`src/rtl/pdma_pkg.sv`:
```
package pdma_pkg;
  localparam int unsigned REG_W = 32;

  // word indexes in the register window
  localparam logic [2:0] W_ATTR  = 3'd0;
  localparam logic [2:0] W_SET   = 3'd1;
  localparam logic [2:0] W_CLR   = 3'd2;
  localparam logic [2:0] W_STAT  = 3'd3;
  localparam logic [2:0] W_A_ADR = 3'd4;
  localparam logic [2:0] W_A_CNT = 3'd5;
  localparam logic [2:0] W_B_ADR = 3'd6;
  localparam logic [2:0] W_B_CNT = 3'd7;

  // status bit positions; slot s uses DONE0 + 2*s and STRT0 + 2*s
  localparam int unsigned ST_RUN   = 0;
  localparam int unsigned ST_IE    = 1;
  localparam int unsigned ST_ERR   = 2;
  localparam int unsigned ST_DONE0 = 3;
  localparam int unsigned ST_STRT0 = 4;
  localparam int unsigned ST_BSEL  = 7;

  // attribute bits
  localparam int unsigned AT_DIR   = 0;
  localparam int unsigned AT_WIDE  = 3;
endpackage

```
`src/rtl/pdma_slot.sv`:
```
module pdma_slot #(
  parameter int unsigned AW = 32,
  parameter int unsigned CW = 13
) (
  input  logic          clk_i,
  input  logic          rst_ni,
  input  logic          adr_we_i,
  input  logic          cnt_we_i,
  input  logic [AW-1:0] wdata_i,
  input  logic          beat_i,
  input  logic [1:0]    step_i,
  output logic [AW-1:0] adr_o,
  output logic [CW-1:0] cnt_o,
  output logic          last_o
);
  assign last_o = (cnt_o <= CW'(step_i));

  always_ff @(posedge clk_i or negedge rst_ni) begin
    if (!rst_ni) begin
      adr_o <= '0;
      cnt_o <= '0;
    end else begin
      if (adr_we_i)    adr_o <= {wdata_i[AW-1:2], 2'b00};
      else if (beat_i) adr_o <= adr_o + AW'(step_i);
      if (cnt_we_i)    cnt_o <= wdata_i[CW-1:0];
      else if (beat_i) cnt_o <= last_o ? '0 : cnt_o - CW'(step_i);
    end
  end
endmodule

```
`src/rtl/pdma_csr.sv`:
```
module pdma_csr
  import pdma_pkg::*;
(
  input  logic       clk_i,
  input  logic       rst_ni,
  input  logic       set_we_i,
  input  logic       clr_we_i,
  input  logic [6:0] wdata_i,
  input  logic       fin_i,
  input  logic       err_i,
  output logic [7:0] stat_o
);
  logic [7:0] nxt;

  // software first, hardware events override
  always_comb begin
    nxt = stat_o;
    if (set_we_i) nxt[6:0] = nxt[6:0] | wdata_i;
    if (clr_we_i) nxt[6:0] = nxt[6:0] & ~wdata_i;
    if (fin_i) begin
      if (stat_o[ST_BSEL]) begin
        nxt[ST_DONE0+2] = 1'b1;
        nxt[ST_STRT0+2] = 1'b0;
      end else begin
        nxt[ST_DONE0] = 1'b1;
        nxt[ST_STRT0] = 1'b0;
      end
      nxt[ST_BSEL] = ~stat_o[ST_BSEL];
    end
    if (err_i) begin
      nxt[ST_ERR] = 1'b1;
      nxt[ST_RUN] = 1'b0;
    end
  end

  always_ff @(posedge clk_i or negedge rst_ni) begin
    if (!rst_ni) stat_o <= '0;
    else         stat_o <= nxt;
  end
endmodule

```
`src/rtl/pdma_dual_slot.sv`:
```
module pdma_dual_slot
  import pdma_pkg::*;
#(
  parameter int unsigned CNT_W = 13
) (
  input  logic             clk_i,
  input  logic             rst_ni,
  input  logic             reg_we_i,
  input  logic [2:0]       reg_word_i,
  input  logic [REG_W-1:0] reg_wdata_i,
  output logic [REG_W-1:0] reg_rdata_o,
  input  logic             dev_req_i,
  output logic             dev_ack_o,
  output logic             mem_req_o,
  input  logic             mem_gnt_i,
  input  logic             mem_err_i,
  output logic             mem_we_o,
  output logic [REG_W-1:0] mem_addr_o,
  output logic [REG_W-1:0] periph_addr_o,
  output logic             irq_o
);
  localparam int unsigned NSLOT = 2;

  logic [REG_W-1:0]            attr_q;
  logic [7:0]                  stat_q;
  logic [NSLOT-1:0][REG_W-1:0] slot_adr;
  logic [NSLOT-1:0][CNT_W-1:0] slot_cnt;
  logic [NSLOT-1:0]            slot_last;
  logic [1:0]                  step;
  logic                        act, live, cnt_zero, beat, fin, err;

  always_ff @(posedge clk_i or negedge rst_ni) begin
    if (!rst_ni)                             attr_q <= '0;
    else if (reg_we_i && reg_word_i == W_ATTR) attr_q <= reg_wdata_i;
  end

  assign step     = attr_q[AT_WIDE] ? 2'd2 : 2'd1;
  assign act      = stat_q[ST_BSEL];
  assign live     = stat_q[ST_RUN] & stat_q[ST_STRT0 + 2*act];
  assign cnt_zero = (slot_cnt[act] == '0);
  assign mem_req_o = live & ~cnt_zero & dev_req_i;
  assign beat      = mem_req_o & mem_gnt_i;
  assign dev_ack_o = beat;
  assign fin       = live & (cnt_zero | (beat & slot_last[act]));
  assign err       = beat & mem_err_i;

  for (genvar s = 0; s < NSLOT; s++) begin : g_slot
    pdma_slot #(.AW(REG_W), .CW(CNT_W)) u_slot (
      .clk_i    (clk_i),
      .rst_ni   (rst_ni),
      .adr_we_i (reg_we_i && reg_word_i == W_A_ADR + 3'(2*s)),
      .cnt_we_i (reg_we_i && reg_word_i == W_A_CNT + 3'(2*s)),
      .wdata_i  (reg_wdata_i),
      .beat_i   (beat && (act == 1'(s))),
      .step_i   (step),
      .adr_o    (slot_adr[s]),
      .cnt_o    (slot_cnt[s]),
      .last_o   (slot_last[s])
    );
  end

  pdma_csr u_csr (
    .clk_i    (clk_i),
    .rst_ni   (rst_ni),
    .set_we_i (reg_we_i && reg_word_i == W_SET),
    .clr_we_i (reg_we_i && reg_word_i == W_CLR),
    .wdata_i  (reg_wdata_i[6:0]),
    .fin_i    (fin),
    .err_i    (err),
    .stat_o   (stat_q)
  );

  assign mem_addr_o    = slot_adr[act];
  assign mem_we_o      = attr_q[AT_DIR];
  assign periph_addr_o = {attr_q[31:28], 6'b0, attr_q[27:8], 2'b00};
  assign irq_o = stat_q[ST_IE] & (stat_q[ST_ERR] | stat_q[ST_DONE0] | stat_q[ST_DONE0+2]);

  always_comb begin
    unique case (reg_word_i)
      W_ATTR:  reg_rdata_o = attr_q;
      W_A_ADR: reg_rdata_o = slot_adr[0];
      W_A_CNT: reg_rdata_o = REG_W'(slot_cnt[0]);
      W_B_ADR: reg_rdata_o = slot_adr[1];
      W_B_CNT: reg_rdata_o = REG_W'(slot_cnt[1]);
      default: reg_rdata_o = REG_W'(stat_q);
    endcase
  end
endmodule

```
`config.mk`:
```
export PLATFORM = sky130hd
export DESIGN_NAME = pdma_dual_slot
export DESIGN_NICKNAME = d
export VERILOG_FILES = /design/src/rtl/pdma_pkg.sv /design/src/rtl/pdma_slot.sv /design/src/rtl/pdma_csr.sv /design/src/rtl/pdma_dual_slot.sv
export SDC_FILE = /design/constraint.sdc
export NUM_CORES = 1
export LEC_CHECK = 0
export BUFFER_PORTS_ARGS = -buffer_cell sky130_fd_sc_hd__buf_2
export CAP_MARGIN = 10
export CORE_MARGIN = 5
export CORE_UTILIZATION = 58
export CTS_CLUSTER_DIAMETER = 200
export DETAILED_ROUTE_END_ITERATION = 8
export PLACE_DENSITY = 0.81
export SYNTH_ARGS = -nofsm -noshare
export SYNTH_HDL_FRONTEND = slang
export SYNTH_SLANG_ARGS = --single-unit
```
`constraint.sdc`:
```
create_clock -name clk_i -period 2.9 [get_ports clk_i]
set_input_delay 0.29 -clock clk_i [delete_from_list [all_inputs] [get_ports clk_i]]
set_output_delay 0.29 -clock clk_i [all_outputs]
set_load 0.01 [all_outputs]
```
==> metrics.md <==
| Metric | Value |
|---|---|
| Status | completed |
| Worst Setup SP | g_slot[1].u_slot.cnt_o[6] |
| Commonest non-fill, non-tap cell in the layout | buf_2 |
| Synth top area share | between 30% and 40% |
| GRT overflow | 0 |
| Worst vdd ir | roughly 0.0005 V |
| Synth Area in Adders | under 10% |
| Compound-gate portion of the synthesized area | approximately 14% |
| CP max stage delay | 0.45 ns |
| Nets@finish | about 1,200 |
| R2r worst-path depth | 9 |
| Area of the mapped netlist | 8780 um^2 |
| Via density | between 6 and 7 |
| Post-route setup TNS | 0 ns |
| Post-route ant nets | 0 |
| Netlist cell types | a little over 70 |
| Worst reg2reg startpoint | attr_q[3] |
| Clock-pin slew on the worst setup and hold paths | roughly 0.060 ns |
| Fraction of registers with async set/reset | 100% |
| Layout cells sized above 1 | roughly a quarter |
| Leakage power | about 4.4 nW |
| Clock Path Buffers | 2 |
| Dpl hpwl | roughly 18,000 um |
| Worst r2r dst | g_slot[0].u_slot.adr_o[22] |
| Site Rows | 45 |
| CP Max Fanout | 7 |
| Slowest-stage cell, CP | dfrtp_1 |
| Max-slew violation count | 0 |
| CTS tree | done |
| Crit Path Category | reg -> out |
| I/O pin count | about 140 |
| Mux cell area share after synthesis | between 10% and 20% |
| Via count | 8,046 |
| CP Cell Sequence | or3_4, nor4b_4, buf_4, nand3_1, o21a_1, and4b_2, buf_2 |
| Clock Latency Late Sink | 0.43 ns |
| Post-CTS sizing | 0 |
| Initial Util | 58.4% |
| Required @ worst endpoint | approximately 2.6 ns |
| Power density over the cells | about 700 nW/um^2 |
| Worst Tran Pin Value | around 0.90 ns |
| Commonest cells after routing, fill and taps aside | 131 x buf_2, 129 x dfrtp_1, 120 x nor2_1 |
| Initial DRC count | approximately 720 |
| Vias in the first global route | between 7,000 and 8,000 |
| Arrival time at the worst endpoint | about 2.4 ns |
| Max Cap Viol | 0 |
| Type of origin of the critical path | flip-flop |
| Root Driver | clkbuf_16 |
| Hold Violations, Final | 0 |
| Worst Setup End Kind | output pin |
| Largest net degree at the start of global routing | 73 |
| Seq cells post-synth | 130 |
| Post-Syn Instances | 991 |
| Synth-to-Final Area Change | 16.1% |
| Synth warn | 0 |
| Slew margin rel. | around two fifths |
| CORE AREA | approximately 15,000 um^2 |
| Hold_ws | between 0.05 and 0.06 ns |
| Worst hold path type | in -> reg |
| CTS Buf Count | 17 |
| Antenna violations before repair | 0 |
| Reg2Reg Setup Slack | roughly 0.36 ns |
| Fill cells | around 1,200 |
| Drt total wl | between 20,000 and 30,000 um |
| Min cycle time layout | 2.69 ns |
| GRT Total Usage | between 20% and 30% |
| Die Width | approximately 130 um |
| Clock sinks | 130 |
| # diodes | 0 |
| Post-synth EDFFs | 0 |
| TritonRoute pass-1 iters | 5 |
| Die Y | around 130 um |
| GPL Wtd Cong | 0.929 |
| Post-Synth XOR/XNOR Area | ~5.9% |
| Finish-stage setup viols | 0 |
| Worst setup endpoint | mem_req_o |
| IO Port Bufs | between 100 and 150 |
| Sequential cell area fraction in the yosys report | a little under two fifths |
| Wirelength per Cell | approximately 20 um |
| Synth area leaders | dfrtp_1 37%, mux2_2 8.1%, nor2_1 5.2% |
| H-tree depth | 4 |
| Final period utilization | 92.7% |
| Syn Area/Cell | between 8 and 9 um^2 |
| Leading area contributor after synthesis | dfrtp_1 |
| First-pass GRT wire length | about 41,000 um |
| Die area | around 18,000 um^2 |
| Main combinational cell family by area after synthesis | simple AND/OR/NAND/NOR gates |
| Simple-gate share of the synthesized area | between 20% and 30% |
| RSZ-0062 raised after global routing | false |
| DRC viols | 0 |
| Fin Clk Skew | ~0.011 ns |
| Final Core Density | between 60 and 70% |
| Max frequency | roughly 370 MHz |
| Main flop type after synthesis | dfrtp_1 |
## report_power, final
| part | internal [W] | switching, W | leakage (nW) |
|---|---|---|---|
| Sequential | 0.00221 | 0.000567 | 1.55 |
| Combinational | 0.000932 | 0.00104 | 2.49 |
| Clock | 0.00160 | 0.000847 | 0.328 |
| Total | 0.00474 | 0.00246 | 4.36 |
## per-layer routing
layer,up-vias,GRT usage [%],wire length (um)
met5,-,0,0
met2,337,47.1,12400
li1,3713,-,-
met1,3952,40.1,10900
met4,0,7.22,507
met3,44,5.78,1890
## state kept, by name (all words and copies together) (netlist names), named ones only
name                 cells
attr_q                  32
g_slot.u_slot.adr_o     64
g_slot.u_slot.cnt_o     26
u_csr.stat_o             7
## what timing repair did
item,in CTS,in global routing
endpoints found under the hold margin,18,0
endpoints found under the setup margin,0,1
hold buffers,1,0
buffers inserted,0,1
## cell families (layout without fill, tap and decap cells)
logic type / count (synthesis) / after routing
and+or+nand+nor: 381 / 381
AOI/OAI and AO/OA: 198 / 198
DFF: 130 / 130
muxes: 109 / 109
buffers and inverters: 101 / 213
xor gates and xnor gates: 59 / 59
adders and majority gates: 12 / 12
other: 1 / 8
## stage by stage
stage	instances	power, W	area (um^2)	setup WS, ns
after global placement	1264	0.00468	9510	0.465
after CTS	1297	0.00720	10200	0.0650
after floorplan	998	0.00404	8810	0.288
final	1298	0.00720	10200	0.211
after detailed placement	1264	0.00475	9510	0.384
after global routing	1298	0.00757	10200	0.0846
## cell usage after synthesis, types with 7 or more instances
library cell  number
dfrtp_1          130
nand3_1           33
buf_1             12
a21oi_1           42
nor3_1            18
a31oi_1           23
and3_1            14
o21ai_0           77
nand2_1          116
clkbuf_1          32
inv_1             13
xnor2_1           21
o21ai_1            7
mux4_2             7
nand4_1           19
a22oi_1            9
buf_4             34
xor2_1            38
ha_1               8
nor2_1           121
mux2i_1           39
nor4_1            10
mux2_2            63
## critical path, delay by kind of cell (launching register included)
family	cells	cell delay, ns
and+or+nand+nor	4	1.01
DFF	1	0.45
buffers and inverters	2	0.34
AOI/OAI and AO/OA	1	0.18
## worst min-delay path by stage
stage               cells past startpoint                    endpoint  startpoint
floorplan                               0  asynchronous set/reset pin      rst_ni
global placement                        1                   attr_q[8]      rst_ni
detailed placement                      1                  attr_q[10]      rst_ni
CTS                                     2             u_csr.stat_o[0]   mem_err_i
global route                            2             u_csr.stat_o[0]   mem_err_i
finish                                  2             u_csr.stat_o[0]   mem_err_i
## cell type report
type / count / area [um^2] / share of cell area (%)
timing repair buffer: 167 / 953 / 9.35
clock buffer: 21 / 470 / 4.61
tap: 188 / 235 / 2.31
inverter: 14 / 52.6 / 0.515
multi-input combinational: 767 / 5030 / 49.3
clock inverter: 11 / 199 / 1.95
sequential: 130 / 3250 / 31.9
No activity file was read; power rests on OpenSTA's default activity.
